## config.mk

```make
export PLATFORM = sky130hd
export DESIGN_NAME = wcmd_parser
export DESIGN_NICKNAME = d
export VERILOG_FILES = /design/src/rtl/wcmd_pkg.sv /design/src/rtl/wcmd_crc.sv /design/src/rtl/wcmd_field.sv /design/src/rtl/wcmd_parser.sv
export SDC_FILE = /design/constraint.sdc
export NUM_CORES = 1
export LEC_CHECK = 0
export BUFFER_PORTS_ARGS = -buffer_cell sky130_fd_sc_hd__buf_2
export CAP_MARGIN = 40
export CELL_PAD_IN_SITES_DETAIL_PLACEMENT = 2
export CELL_PAD_IN_SITES_GLOBAL_PLACEMENT = 2
export CORE_UTILIZATION = 30
export CTS_CLUSTER_DIAMETER = 120
export CTS_CLUSTER_SIZE = 8
export DETAILED_ROUTE_END_ITERATION = 16
export GPL_ROUTABILITY_DRIVEN = 0
export MAX_ROUTING_LAYER = met4
export PLACE_DENSITY = 0.73
export SLEW_MARGIN = 5
export SYNTH_ARGS = -nofsm -noshare
export SYNTH_HDL_FRONTEND = slang
export SYNTH_SLANG_ARGS = --single-unit
```

## constraint.sdc

```tcl
create_clock -name clk -period 2.55 [get_ports clk]
set_input_delay 0 -clock clk [delete_from_list [all_inputs] [get_ports clk]]
set_output_delay 0 -clock clk [all_outputs]
set_load 0.005 [all_outputs]
```

## src/rtl/wcmd_pkg.sv

```systemverilog
package wcmd_pkg;

    localparam int          BYTE_W    = 8;
    localparam logic [7:0]  PROTO_ID  = 8'h01;
    localparam logic [7:0]  CRC_POLY  = 8'h07;
    localparam int          TID_W     = 16;
    localparam int          ADDR_W    = 32;
    localparam int          LEN_W     = 24;
    localparam int          FCNT_W    = 4;

    typedef enum logic [2:0] {
        RC_OK         = 3'd0,
        RC_PROTO      = 3'd1,
        RC_HDR_CRC    = 3'd2,
        RC_DAT_CRC    = 3'd3,
        RC_HDR_SHORT  = 3'd4,
        RC_ERR_END    = 3'd5,
        RC_DAT_SHORT  = 3'd6,
        RC_TOO_MUCH   = 3'd7
    } wres_e;

    // header phases come first so that "< PH_HCRC" selects header CRC coverage
    typedef enum logic [3:0] {
        PH_TLA, PH_PID, PH_INS, PH_KEY, PH_RPLY, PH_ILA, PH_TID,
        PH_EXT, PH_ADR, PH_LEN, PH_HCRC, PH_DATA, PH_TAIL, PH_DROP
    } wphase_e;

    function automatic logic [7:0] crc8_step(input logic [7:0] acc, input logic [7:0] din);
        logic [7:0] c;
        c = acc ^ din;
        for (int i = 0; i < BYTE_W; i++) begin
            c = c[7] ? ((c << 1) ^ CRC_POLY) : (c << 1);
        end
        return c;
    endfunction

endpackage

```

## src/rtl/wcmd_crc.sv

```systemverilog
module wcmd_crc
    import wcmd_pkg::*;
(
    input  logic             clk,
    input  logic             rst,
    input  logic             clr,
    input  logic             en,
    input  logic [BYTE_W-1:0] din,
    output logic [BYTE_W-1:0] crc
);
    always_ff @(posedge clk) begin
        if (rst)          crc <= '0;
        else if (en)      crc <= crc8_step(clr ? '0 : crc, din);
        else if (clr)     crc <= '0;
    end
endmodule

```

## src/rtl/wcmd_field.sv

```systemverilog
module wcmd_field
    import wcmd_pkg::*;
#(
    parameter int W = 16
) (
    input  logic              clk,
    input  logic              rst,
    input  logic              en,
    input  logic [BYTE_W-1:0] din,
    output logic [W-1:0]      q
);
    generate
        if (W == BYTE_W) begin : g_single
            always_ff @(posedge clk) begin
                if (rst)     q <= '0;
                else if (en) q <= din;
            end
        end else begin : g_shift
            always_ff @(posedge clk) begin
                if (rst)     q <= '0;
                else if (en) q <= {q[W-BYTE_W-1:0], din};
            end
        end
    endgenerate
endmodule

```

## src/rtl/wcmd_parser.sv

```systemverilog
module wcmd_parser
    import wcmd_pkg::*;
(
    input  logic        clk,
    input  logic        rst,
    input  logic        in_valid,
    input  logic [7:0]  in_data,
    input  logic        in_eop,
    input  logic        in_eep,
    output logic        hdr_stb,
    output logic [15:0] hdr_tid,
    output logic [7:0]  hdr_ext,
    output logic [31:0] hdr_addr,
    output logic [23:0] hdr_len,
    output logic        dat_valid,
    output logic [7:0]  dat_byte,
    output logic        pkt_done,
    output logic [2:0]  pkt_code
);
    wphase_e            ph;
    logic [FCNT_W-1:0]  fcnt;
    logic [LEN_W-1:0]   rem;
    logic               dcrc_ok;
    logic [BYTE_W-1:0]  hcrc, dcrc;
    logic               byte_in, mark_in;

    assign byte_in = in_valid && !in_eop && !in_eep;
    assign mark_in = in_valid && (in_eop || in_eep);

    wcmd_crc u_hcrc (
        .clk (clk), .rst (rst),
        .clr (byte_in && ph == PH_TLA),
        .en  (byte_in && ph < PH_HCRC),
        .din (in_data), .crc (hcrc)
    );

    wcmd_crc u_dcrc (
        .clk (clk), .rst (rst),
        .clr (byte_in && ph == PH_HCRC),
        .en  (byte_in && ph == PH_DATA && rem != '0),
        .din (in_data), .crc (dcrc)
    );

    wcmd_field #(.W(TID_W)) u_tid (
        .clk (clk), .rst (rst), .en (byte_in && ph == PH_TID), .din (in_data), .q (hdr_tid)
    );
    wcmd_field #(.W(BYTE_W)) u_ext (
        .clk (clk), .rst (rst), .en (byte_in && ph == PH_EXT), .din (in_data), .q (hdr_ext)
    );
    wcmd_field #(.W(ADDR_W)) u_adr (
        .clk (clk), .rst (rst), .en (byte_in && ph == PH_ADR), .din (in_data), .q (hdr_addr)
    );
    wcmd_field #(.W(LEN_W)) u_len (
        .clk (clk), .rst (rst), .en (byte_in && ph == PH_LEN), .din (in_data), .q (hdr_len)
    );

    always_ff @(posedge clk) begin
        if (rst) begin
            ph        <= PH_TLA;
            fcnt      <= '0;
            rem       <= '0;
            dcrc_ok   <= 1'b0;
            hdr_stb   <= 1'b0;
            dat_valid <= 1'b0;
            dat_byte  <= '0;
            pkt_done  <= 1'b0;
            pkt_code  <= RC_OK;
        end else begin
            hdr_stb   <= 1'b0;
            dat_valid <= 1'b0;
            pkt_done  <= 1'b0;
            pkt_code  <= RC_OK;
            if (mark_in) begin
                ph <= PH_TLA;
                if (ph != PH_DROP) begin
                    pkt_done <= 1'b1;
                    if (in_eep)              pkt_code <= RC_ERR_END;
                    else if (ph == PH_DATA)  pkt_code <= RC_DAT_SHORT;
                    else if (ph == PH_TAIL)  pkt_code <= dcrc_ok ? RC_OK : RC_DAT_CRC;
                    else                     pkt_code <= RC_HDR_SHORT;
                end
            end else if (byte_in) begin
                unique case (ph)
                    PH_TLA:  ph <= PH_PID;
                    PH_PID: begin
                        if (in_data == PROTO_ID) ph <= PH_INS;
                        else begin
                            pkt_done <= 1'b1;
                            pkt_code <= RC_PROTO;
                            ph       <= PH_DROP;
                        end
                    end
                    PH_INS: begin
                        fcnt <= {in_data[1:0], 2'b00};
                        ph   <= PH_KEY;
                    end
                    PH_KEY:  ph <= (fcnt == '0) ? PH_ILA : PH_RPLY;
                    PH_RPLY: begin
                        fcnt <= fcnt - 1'b1;
                        if (fcnt == FCNT_W'(1)) ph <= PH_ILA;
                    end
                    PH_ILA: begin
                        fcnt <= FCNT_W'(TID_W / BYTE_W - 1);
                        ph   <= PH_TID;
                    end
                    PH_TID: begin
                        if (fcnt == '0) ph <= PH_EXT;
                        else            fcnt <= fcnt - 1'b1;
                    end
                    PH_EXT: begin
                        fcnt <= FCNT_W'(ADDR_W / BYTE_W - 1);
                        ph   <= PH_ADR;
                    end
                    PH_ADR: begin
                        if (fcnt == '0) begin
                            fcnt <= FCNT_W'(LEN_W / BYTE_W - 1);
                            ph   <= PH_LEN;
                        end else fcnt <= fcnt - 1'b1;
                    end
                    PH_LEN: begin
                        if (fcnt == '0) ph <= PH_HCRC;
                        else            fcnt <= fcnt - 1'b1;
                    end
                    PH_HCRC: begin
                        if (in_data == hcrc) begin
                            hdr_stb <= 1'b1;
                            rem     <= hdr_len;
                            ph      <= PH_DATA;
                        end else begin
                            pkt_done <= 1'b1;
                            pkt_code <= RC_HDR_CRC;
                            ph       <= PH_DROP;
                        end
                    end
                    PH_DATA: begin
                        if (rem != '0) begin
                            dat_valid <= 1'b1;
                            dat_byte  <= in_data;
                            rem       <= rem - 1'b1;
                        end else begin
                            dcrc_ok <= (in_data == dcrc);
                            ph      <= PH_TAIL;
                        end
                    end
                    PH_TAIL: begin
                        pkt_done <= 1'b1;
                        pkt_code <= RC_TOO_MUCH;
                        ph       <= PH_DROP;
                    end
                    default: ph <= PH_DROP;
                endcase
            end
        end
    end
endmodule

```

; Word level (Yosys, flattened, before mapping)
; Index checks and enable logic that the tools add are counted.
[op_classes]
addsub = 2
mul = 0
div_mod_pow = 0
order_cmp = 1
n_eq_ne = 25
shifts = 0
n_mux = 53
bitwise_logic = 23
n_reduce_logical = 29
[op_table]
columns = op, n
row1 = 3-bit two-way mux, 23
row2 = 24-bit two-way mux, 2
row3 = 3-bit NOT, 16
row4 = 24-bit one-hot mux with 2 select lines, 1
row5 = 4-bit one-hot mux with 12 select lines, 1
row6 = 4-bit two-way mux, 8
row7 = 8-bit two-way mux, 4
row8 = 4-bit one-hot mux with 6 select lines, 1
row9 = 24-bit nonzero test, 1
row10 = "24-bit by 1-bit subtractor with 24-bit output, second input constant", 1
row11 = "4-bit == test, second input constant", 5
row12 = "4-bit by 3-bit == test with 1-bit output, second input constant", 4
row13 = 8-bit == test, 2
row14 = 8-bit XOR, 2
row15 = 1-bit logical AND, 12
row16 = 4-bit AND reduction, 3
row17 = "2-bit by 1-bit inequality test with 1-bit output, second input constant", 5
row18 = 1-bit two-way mux, 9
row19 = 3-bit one-hot mux with 3 select lines, 1
row20 = "4-bit by 1-bit == test with 1-bit output, second input constant", 2
row21 = "4-bit by 2-bit == test with 1-bit output, second input constant", 2
row22 = "8-bit by 1-bit == test with 1-bit output, second input constant", 1
row23 = 4-bit logical NOT, 2
row24 = 4-bit OR reduction, 2
row25 = other kinds (14), 23
[totals]
regBits = 143
latch_bits = 0
ram_bits = 0
mem_bits_ro = 0
output_inout_bits = 94
wordCells = 148
n_memories = 0

; Longest topological paths before layout
; Gate-level depths: netlist of the first run.
[logic_depth]
ltp_word = 23
ltp_mapped = 11

; By module
; From an unflattened synthesis of the first run, not the netlist that was laid out.
[hier_totals]
cells_unflattened = 818
area_unflattened_um2 = 7310.8
[modules_own_cells]
columns = module, n_inst, cells_per_inst, area_per_inst_um2, seq_area_each_um2
row1 = wcmd_parser, 1, 422, 3120.5, 940.9
row2 = wcmd_field (u_adr), 1, 103, 1163.6, 640.6
row3 = wcmd_field (u_len), 1, 77, 869.6, 480.5
row4 = wcmd_crc (u_dcrc), 1, 73, 648.1, 160.2
row5 = wcmd_crc (u_hcrc), 1, 65, 643.1, 160.2
row6 = wcmd_field (u_tid), 1, 52, 580.6, 320.3
row7 = wcmd_field (u_ext), 1, 26, 285.3, 160.2

; Least setup slack after synthesis of the first run
; OpenSTA, ideal clock, no wires.
[synth_path]
path_kind = flip-flop to flip-flop
start = register rem[0]
end = register dcrc_ok
t_arrival_ps = 2670
setup_slack_ps = -191
path_stages_with_launch = 10
period_less_slack_ps = 2741
path_cell_list = dfxtp_1 -> inv_1 -> ha_1 -> or4b_1 -> or4_4 -> buf_6 -> or3_1 -> buf_2 -> or4_1 -> a21oi_1
[synth_between]
elab_chain_len = 3
[synth_rtl]
columns = item, line
row1 = "start, declared", wcmd_parser.sv:22  ; logic [LEN_W-1:0] rem;
row2 = "start signal, assigned", wcmd_parser.sv:127  ; rem <= hdr_len;
row3 = "start signal, assigned", wcmd_parser.sv:139  ; rem <= rem - 1'b1;
row4 = 24-bit nonzero test, wcmd_parser.sv:136  ; if (rem != '0) begin
row5 = 1-bit NOT (no line), --
row6 = 4-bit AND reduction (no line), --
row7 = "end signal, assigned", wcmd_parser.sv:141  ; dcrc_ok <= (in_data == dcrc);
row8 = "end, declared", wcmd_parser.sv:23  ; logic dcrc_ok;
; Every way passes these cells.
; A chain may end at the register's enable or synchronous reset.

; Worst setup path in the final report of the first run
[layout_path]
start = register rem[1]
end = register ph[0]
[layout_between]
elab_chain_len = 3
[layout_rtl]
columns = item, line
row1 = 24-bit nonzero test, wcmd_parser.sv:136
row2 = 2-bit inequality test (no line), --
row3 = 6-bit AND reduction (no line), --
row4 = "end signal, assigned", wcmd_parser.sv:97  ; PH_KEY: ph <= (fcnt == '0) ? PH_ILA : PH_RPLY;
row5 = "end, declared", wcmd_parser.sv:20  ; wphase_e ph;
; Every way passes these cells.

==> results_tabular.tex, run 1 <==
\begin{tabular}{lr}
\hline
Metric & Value \\
\hline
\multicolumn{2}{l}{\textbf{Synth}} \\
Syn Inst Count & 934 \\
Top FF cell, synth & sky130\_fd\_sc\_hd\_\_dfxtp\_1 \\
Post-Synthesis Cell Area & 7080 µm² \\
Number of synthesized flops with an enable pin & 0 \\
Share of the synthesized area in the top cell type & 40.4\% \\
Most numerous cell in the Yosys netlist & sky130\_fd\_sc\_hd\_\_nand2\_1 \\
Share of synthesized registers carrying an async set or reset & 0\% \\
Total number of yosys warnings & 0 \\
Avg Cell Area, Syn & 7.58 µm² \\
Post-synth top cells & 207 x sky130\_fd\_sc\_hd\_\_nand2\_1, 149 x sky130\_fd\_sc\_hd\_\_a21oi\_1, 143 x sky130\_fd\_sc\_hd\_\_dfxtp\_1 \\
Post-synthesis net count & 951 \\
Biggest area consumer among synthesized cells & sky130\_fd\_sc\_hd\_\_dfxtp\_1 \\
Yosys cell types & 61 \\
Flop and latch count out of synthesis & 143 \\
Part of the Yosys area used for sequential elements & 40.4\% \\
Top cells by area in the synthesized netlist & sky130\_fd\_sc\_hd\_\_dfxtp\_1 40\%, sky130\_fd\_sc\_hd\_\_nand2\_1 11\%, sky130\_fd\_sc\_hd\_\_a21oi\_1 11\% \\
\multicolumn{2}{l}{\textbf{Route}} \\
Drt wl/cell & 20.1 µm \\
Antenna viol nets, final & 0 \\
Metal3 WL & 981 µm \\
DRT Wirelength & 27800 µm \\
Violation count after the first detailed-routing iteration & 227 \\
Routed vias & 7407 \\
Met2 routed WL & 13600 µm \\
Initial DRT Pass Iterations & 5 \\
Max layer used & met4 \\
M1 WL & 12600 µm \\
Drt drc & 0 \\
Vias per cell & 5.36 \\
\multicolumn{2}{l}{\textbf{Pwr}} \\
Relative contribution of combinational cells to total power & 7.1\% \\
Cell internal pwr & 3910 µW \\
Sequential cell fraction of total power & 41.9\% \\
IR drop worst, VDD & 0.284 mV \\
P per Cell Area & 593 nW/µm² \\
P\_leak & 0.00345 µW \\
Switching Power & 1470 µW \\
Share of total power in the clock network & 51.0\% \\
Total power consumption of the routed design & 5380 µW \\
Switching fraction of total power & 27.4\% \\
\multicolumn{2}{l}{\textbf{GRT}} \\
Largest net degree at the start of global routing & 59 \\
Total routing resource utilization after global routing & 24.1\% \\
Wire length of the first global-routing pass & 44000 µm \\
Number of antenna violations at the first check in global routing & 0 \\
Vias in the first global route & 7855 \\
GR Overflow Total & 0 \\
\multicolumn{2}{l}{\textbf{Critical path}} \\
Register-to-Register Setup Slack & -0.03 ns \\
Critical path capture point type & flip-flop \\
Required time at the endpoint of the critical path & 2.86 ns \\
Delay of the slowest cell on the worst path & 0.46 ns \\
Total buffers and inverters traversed by the critical path & 1 \\
Master of the slowest instance on the critical path & sky130\_fd\_sc\_hd\_\_or4b\_4 \\
Critical path cell sequence & inv\_2 > ha\_4 > or4b\_4 > or3\_4 > or4\_4 > a221oi\_4 > and4\_1 > nor3\_1 \\
Startpoint class of the critical path & flip-flop \\
Critical-path maximum fanout & 6 \\
Cell type group with the largest total delay on the critical path & simple AND/OR/NAND/NOR gates \\
Arrival time reported for the critical path endpoint & 2.89 ns \\
CP Class & flip-flop to flip-flop \\
\multicolumn{2}{l}{\textbf{CTS}} \\
TritonCTS sink count & 143 \\
TritonCTS Buffers & 17 \\
Clk Latency, worst-skew pair & 0.44 ns \\
TritonCTS clock tree & built \\
Clock slew at the register clock pins of the worst setup and hold paths & 0.07 ns \\
Clock Root Buffer & sky130\_fd\_sc\_hd\_\_clkbuf\_16 \\
Clk buf depth & 2 \\
CTS H-tree depth & 4 \\
\multicolumn{2}{l}{\textbf{Finish}} \\
Area added between synthesis and finish & 28.3\% \\
Final Core Density & 39.6\% \\
Final \#Nets & 1073 \\
Antenna diodes & 0 \\
Fraction of layout cells with a size suffix above 1 & 22.5\% \\
\multicolumn{2}{l}{\textbf{Status}} \\
Status & complete, but fails checks \\
Violations in the final reports & setup timing \\
\multicolumn{2}{l}{\textbf{Floorplan}} \\
Area of the core region & 22900 µm² \\
Count of standard-cell rows & 55 \\
Die area & 24200 µm² \\
Effective utilization at floorplan & 30.9\% \\
Horizontal die dimension & 156 µm \\
Die span in y & 156 µm \\
Count of boundary I/O pins & 107 \\
\multicolumn{2}{l}{\textbf{STA}} \\
Worst Setup Slack, final & -0.0263 ns \\
Setup repair after global routing missed its margin & yes \\
Min Clock Period, post-route & 2.58 ns \\
Worst Max-Slew Pin Slew & 0.674 ns \\
Worst clock skew & 0.0106 ns \\
Slew Viols, Final & 0 \\
Tightest slew margin relative to the limit & 54.8\% \\
Number of hold violations in the final report & 0 \\
Highest attainable clock frequency & 0.388 GHz \\
Final worst-path cycle share & 101\% \\
Setup Viol. Count Final & 3 \\
\multicolumn{2}{l}{\textbf{Placed design}} \\
Dpl ws & -0.0649 ns \\
DP HPWL & 18100 µm \\
Port Buffer Count & 106 \\
\multicolumn{2}{l}{\textbf{Job}} \\
Max cap viols & 0 \\
\multicolumn{2}{l}{\textbf{Hold path}} \\
Hold WC Path Type & primary input to flip-flop \\
\hline
\end{tabular}
==> area by class of cell <==
cell class              instances  area (µm²)
inverters                       9        33.8
clock buffers                  17         425
fillers                      2657       13800
flip-flops and latches        143        2870
multi-input cells             708        4000
clock inverters                15         223
repair buffers                177        1150
well taps                     313         392
==> placed cells by master (no fill, tap or decap), types with 4 or more instances in the layout <==
| master | count |
|---|---|
| sky130_fd_sc_hd__nand2_1 | 207 |
| sky130_fd_sc_hd__a21oi_1 | 148 |
| sky130_fd_sc_hd__dfxtp_1 | 141 |
| sky130_fd_sc_hd__buf_2 | 106 |
| sky130_fd_sc_hd__buf_4 | 60 |
| sky130_fd_sc_hd__nor2_1 | 51 |
| sky130_fd_sc_hd__o21ai_0 | 43 |
| sky130_fd_sc_hd__xnor2_1 | 43 |
| sky130_fd_sc_hd__nand3_1 | 34 |
| sky130_fd_sc_hd__clkbuf_16 | 18 |
| sky130_fd_sc_hd__xor2_1 | 14 |
| sky130_fd_sc_hd__mux2i_1 | 13 |
| sky130_fd_sc_hd__nor4_1 | 10 |
| sky130_fd_sc_hd__nor3_1 | 9 |
| sky130_fd_sc_hd__or2_2 | 8 |
| sky130_fd_sc_hd__o31ai_1 | 8 |
| sky130_fd_sc_hd__nand2b_1 | 7 |
| sky130_fd_sc_hd__a31oi_1 | 6 |
| sky130_fd_sc_hd__nor2b_1 | 6 |
| sky130_fd_sc_hd__or4_1 | 6 |
| sky130_fd_sc_hd__a22o_1 | 6 |
| sky130_fd_sc_hd__inv_1 | 6 |
| sky130_fd_sc_hd__o41ai_1 | 5 |
| sky130_fd_sc_hd__clkinv_8 | 5 |
| sky130_fd_sc_hd__inv_8 | 5 |
| sky130_fd_sc_hd__nor4_2 | 4 |
| sky130_fd_sc_hd__and2_1 | 4 |
| sky130_fd_sc_hd__nand4_1 | 4 |
| sky130_fd_sc_hd__o211ai_1 | 4 |
| sky130_fd_sc_hd__a21boi_0 | 4 |
| sky130_fd_sc_hd__or4_4 | 4 |
| sky130_fd_sc_hd__dlygate4sd3_1 | 4 |
==> power groups by stage <==
stage / Clock (µW) / Combinational [µW] / Sequential [µW]
after floorplan: 0 / 256 / 2300
after global placement: 0 / 362 / 2310
after detailed placement: 0 / 370 / 2310
after CTS: 2810 / 385 / 2260
after global routing: 2890 / 415 / 2260
final: 2750 / 382 / 2260
==> state kept, by name, summed over array words and instances (netlist names), 3 cells and up <==
register,count
u_ext.q,8
ph,4
pkt_code,3
u_len.q,24
u_adr.q,32
u_dcrc.crc,8
rem,24
dat_byte,8
fcnt,4
u_hcrc.crc,8
u_tid.q,16
==> per-stage QoR <==
stage                     cells  hold slack [ns]  setup TNS [ns]  cell area, µm²
after floorplan             934            0.183           -1.31            7130
final                      1382           0.0559         -0.0616            9080
after global routing       1382           0.0626           -1.20            9080
after global placement     1339            0.368               0            8250
after CTS                  1379           0.0366         -0.0187            9010
after detailed placement   1339            0.369          -0.240            8250
==> timing repair <==
item                       in CTS  in global routing
setup endpoints to repair      22                 29
hold buffers                    4                  0
pin swaps                       1                  4
cloned                          1                  2
resized for setup               6                  8
setup buffers                   3                  1
hold endpoints to repair        9                  0
==> worst min-delay path, stage by stage <==
cell	delay, ns
sky130_fd_sc_hd__buf_2	0.11
sky130_fd_sc_hd__buf_4	0.19
sky130_fd_sc_hd__nand2_1	0.08
sky130_fd_sc_hd__a21oi_1	0.05
==> layer usage <==
layer / global-route usage, % / up-vias
met2: 39.7 / 152
met5: - / -
li1: - / 3464
met3: 4.03 / 43
met4: 8.68 / 0
met1: 29.6 / 3748
==> cells by family after synthesis <==
| family | share of synthesized area [%] |
|---|---|
| AND/OR/NAND/NOR | 24.3 |
| flip-flops | 40.4 |
| multiplexers | 2.00 |
| XOR/XNOR | 7.39 |
| AO/OA/AOI/OAI | 20.6 |
| adder cells (fa/ha/maj) | 0.707 |
| buffers and inverters | 4.58 |
==> path summary, 6_finish.rpt <==
kind | cells after the start | end | from
worst min-delay path | 4 | u_tid.q[3]$_SDFFE_PP0P_ | in_data[3]
worst min register to register | 2 | u_adr.q[29]$_SDFFE_PP0P_ | u_adr.q[29]$_SDFFE_PP0P_
worst max-delay path | 8 | ph[0]$_SDFFE_PP0P_ | rem[1]$_SDFFE_PP0P_
worst max register to register | 8 | ph[0]$_SDFFE_PP0P_ | rem[1]$_SDFFE_PP0P_
Power figures use the tool's default switching activity.
==> run 2, diff against run 1 <==
Settings changed: CELL_PAD_IN_SITES_DETAIL_PLACEMENT 2 to default, CELL_PAD_IN_SITES_GLOBAL_PLACEMENT 2 to default, CORE_UTILIZATION 30 to 52.
==> run 2 against run 1 <==
The flow now finishes without violations. Non-clock buffer count fell by 7. Wire length fell by 28%. Power fell by 5.4%. First-iteration DRC count rose to 3.2 times the previous value. Setup slack improved by 0.073 ns. Clock-buffer cell count rose by 2. Sequential cell count did not move. Die area fell by 42%. Final cell count fell by 10%. Sequential share of layout area rose by 1.0 points. Global-route usage rose by 5.6 points. Fmax rose by 2.9%. Critical path type unchanged. Highest routed layer unchanged.
==> results_tabular.tex, run 2 (same netlist as run 1, synthesis figures left out) <==
\begin{tabular}{lr}
\hline
Metric & Value \\
\hline
\multicolumn{2}{l}{\textbf{Critical path}} \\
CP Class & flip-flop to flip-flop \\
Required time at the endpoint of the critical path & 2.90 ns (+0.04 ns) \\
Startpoint class of the critical path & flip-flop \\
Critical path capture point type & flip-flop \\
Critical-path maximum fanout & 4 (-2) \\
Arrival time reported for the critical path endpoint & 2.85 ns (-0.04 ns) \\
\multicolumn{2}{l}{\textbf{Placed design}} \\
Dpl ws & 0.0337 ns (+0.0986 ns) \\
Port Buffer Count & 106 (unchanged) \\
DP HPWL & 13000 µm (-28\%) \\
\multicolumn{2}{l}{\textbf{Finish}} \\
Largest reg by FF count & u\_adr.q \\
Most frequent standard cell in the layout excluding fill and tap cells & sky130\_fd\_sc\_hd\_\_nand2\_1 \\
Antenna diodes & 0 (unchanged) \\
Final Core Density & 66.4\% (+27 points) \\
Final \#Nets & 1066 (-0.65\%) \\
Flip-flop count of the largest register after layout & 32 (unchanged) \\
Multi-input gate area in the final layout & 3980 µm² (-0.50\%) \\
Area added between synthesis and finish & 24.2\% \\
Commonest non-fill, non-tap cells in the layout & 207 x sky130\_fd\_sc\_hd\_\_nand2\_1, 148 x sky130\_fd\_sc\_hd\_\_a21oi\_1, 141 x sky130\_fd\_sc\_hd\_\_dfxtp\_1, 105 x sky130\_fd\_sc\_hd\_\_buf\_2 \\
Number of fill cells & 1185 (-55\%) \\
Fraction of layout cells with a size suffix above 1 & 21.3\% (-1.2 points) \\
Largest regs & u\_adr.q (32), rem (24), u\_len.q (24) \\
Register cell area after layout & 2870 µm² (unchanged) \\
\multicolumn{2}{l}{\textbf{Floorplan}} \\
Die area & 14100 µm² (-42\%) \\
Count of boundary I/O pins & 107 (unchanged) \\
Effective utilization at floorplan & 53.5\% (+23 points) \\
Count of standard-cell rows & 42 (-24\%) \\
Horizontal die dimension & 119 µm (-24\%) \\
Die span in y & 119 µm (-24\%) \\
Area of the core region & 13200 µm² (-42\%) \\
\multicolumn{2}{l}{\textbf{Pwr}} \\
Switching Power & 1250 µW (-15\%) \\
Relative contribution of combinational cells to total power & 6.8\% (-0.3 points) \\
P per Cell Area & 579 nW/µm² (-2.3\%) \\
P\_leak & 0.00339 µW (-1.7\%) \\
IR drop worst, VDD & 0.484 mV (+70\%) \\
Total power consumption of the routed design & 5090 µW (-5.4\%) \\
Sequential cell fraction of total power & 44.4\% (+2.5 points) \\
Switching fraction of total power & 24.5\% (-2.9 points) \\
Share of total power in the clock network & 48.8\% (-2.2 points) \\
Cell internal pwr & 3850 µW (-1.7\%) \\
\multicolumn{2}{l}{\textbf{STA}} \\
Final worst-path cycle share & 98.2\% (-2.9 points) \\
Worst Hold Margin & 0.0560 ns (+0.000170 ns) \\
Worst Setup Slack, final & 0.0471 ns (+0.0733 ns) \\
Slew Viols, Final & 0 (unchanged) \\
Worst clock skew & 0.00810 ns (-0.00255 ns) \\
Setup repair after global routing missed its margin & yes \\
Number of hold violations in the final report & 0 (unchanged) \\
Worst Max-Slew Pin Slew & 0.788 ns (+0.115 ns) \\
Min Clock Period, post-route & 2.50 ns (-0.0733 ns) \\
Setup Viol. Count Final & 0 (-3) \\
Highest attainable clock frequency & 0.400 GHz (+2.9\%) \\
Tightest slew margin relative to the limit & 47.5\% (-7.3 points) \\
\multicolumn{2}{l}{\textbf{GRT}} \\
Met1 Resource Use GR & 39.7\% (+10 points) \\
GR Util met3 & 6.71\% (+2.7 points) \\
Number of antenna violations at the first check in global routing & 0 (unchanged) \\
Total routing resource utilization after global routing & 29.7\% (+5.6 points) \\
Vias in the first global route & 6535 (-17\%) \\
GR Overflow Total & 0 (unchanged) \\
Met2 usage in global routing & 43.8\% (+4.1 points) \\
Wire length of the first global-routing pass & 32600 µm (-26\%) \\
Layer with the highest usage after global routing & met2 \\
Largest net degree at the start of global routing & 74 (+25\%) \\
\multicolumn{2}{l}{\textbf{CTS}} \\
Clock Root Buffer & sky130\_fd\_sc\_hd\_\_clkbuf\_16 \\
TritonCTS sink count & 143 (unchanged) \\
CTS H-tree depth & 4 (unchanged) \\
Clk Latency, worst-skew pair & 0.43 ns (about the same) \\
TritonCTS clock tree & built \\
Clk buf depth & 2 (unchanged) \\
Clock slew at the register clock pins of the worst setup and hold paths & 0.06 ns (about the same) \\
TritonCTS Buffers & 17 (unchanged) \\
\multicolumn{2}{l}{\textbf{Route}} \\
Drt drc & 0 (unchanged) \\
Violation count after the first detailed-routing iteration & 719 (+220\%) \\
Routed vias & 7151 (-3.5\%) \\
Antenna viol nets, final & 0 (unchanged) \\
Initial DRT Pass Iterations & 7 (+2) \\
Drt wl/cell & 16.1 µm (-20\%) \\
Vias per cell & 5.78 (+7.8\%) \\
DRT Wirelength & 20000 µm (-28\%) \\
\multicolumn{2}{l}{\textbf{Status}} \\
Status & finished, final reports clean \\
\multicolumn{2}{l}{\textbf{Hold path}} \\
Hold WC Path Type & primary input to flip-flop \\
\multicolumn{2}{l}{\textbf{Job}} \\
Max cap viols & 0 (unchanged) \\
\hline
\end{tabular}
-- run 2: changes by cell type in the layout (fill, tap and decap cells not counted), sizes merged --
cell / previous run / this run
buf: 172 / 163
clkbuf: 18 / 20
dlygate4sd3: 4 / 6
clkinv: 6 / 5
inv: 15 / 14
-- run 2: cell type report --
| type | count | area share (%) |
|---|---|---|
| Tap cell | 176 | 2.50 |
| Sequential cell | 143 | 32.6 |
| Clock inverter | 13 | 1.72 |
| Inverter | 9 | 0.384 |
| Multi-Input combinational cell | 708 | 45.2 |
| Timing Repair Buffer | 170 | 12.6 |
| Clock buffer | 19 | 4.92 |
-- run 2: what timing repair did --
action,in CTS,in global routing
pin swaps,0,3
endpoints found under the setup margin,1,25
setup buffers,0,2
cloned,0,1
hold buffers,6,0
gates resized for setup,1,10
endpoints found under the hold margin,16,0
-- run 2: metal layers --
metal | share of wire [%] | vias up
met5 | 0 | -
met1 | 45 | 3358
met2 | 44 | 287
met4 | 2.2 | 0
li1 | - | 3468
met3 | 7.9 | 38
-- run 2: worst paths after layout --
kind                                          startpoint                       end  slack (ns)  depth (start not counted)
worst min register to register  u_adr.q[27]$_SDFFE_PP0P_  u_adr.q[27]$_SDFFE_PP0P_        0.45                          2
worst max-delay path                rem[10]$_SDFFE_PP0P_      dcrc_ok$_SDFFE_PP0P_        0.05                          5
worst min-delay path                          in_data[0]   u_adr.q[0]$_SDFFE_PP0P_        0.06                          4
worst max register to register      rem[10]$_SDFFE_PP0P_      dcrc_ok$_SDFFE_PP0P_        0.05                          5
-- run 2: power by group through the flow --
stage	Combinational [µW]	Clock [µW]	Sequential (µW)
5_1_grt	379	2620	2260
2_1_floorplan	256	0	2300
3_5_place_dp	334	0	2310
4_1_cts	343	2510	2260
3_3_place_gp	331	0	2310
6_report	348	2490	2260
-- run 2: worst max-delay path, cell delays in order, from the launching register on --
cell and delay [ns]:
sky130_fd_sc_hd__dfxtp_1 0.32, sky130_fd_sc_hd__or4_1 0.60, sky130_fd_sc_hd__or4_4 0.52, sky130_fd_sc_hd__or3_4 0.43, sky130_fd_sc_hd__or4_1 0.42, sky130_fd_sc_hd__a21oi_1 0.15
-- run 2: stage by stage --
| step | cells | instance area [µm²] | setup TNS [ns] |
|---|---|---|---|
| floorplan | 934 | 7130 | -1.31 |
| global placement | 1197 | 8050 | 0 |
| detailed placement | 1197 | 8050 | 0 |
| CTS | 1235 | 8690 | 0 |
| global route | 1238 | 8790 | -0.0726 |
| finish | 1238 | 8790 | 0 |
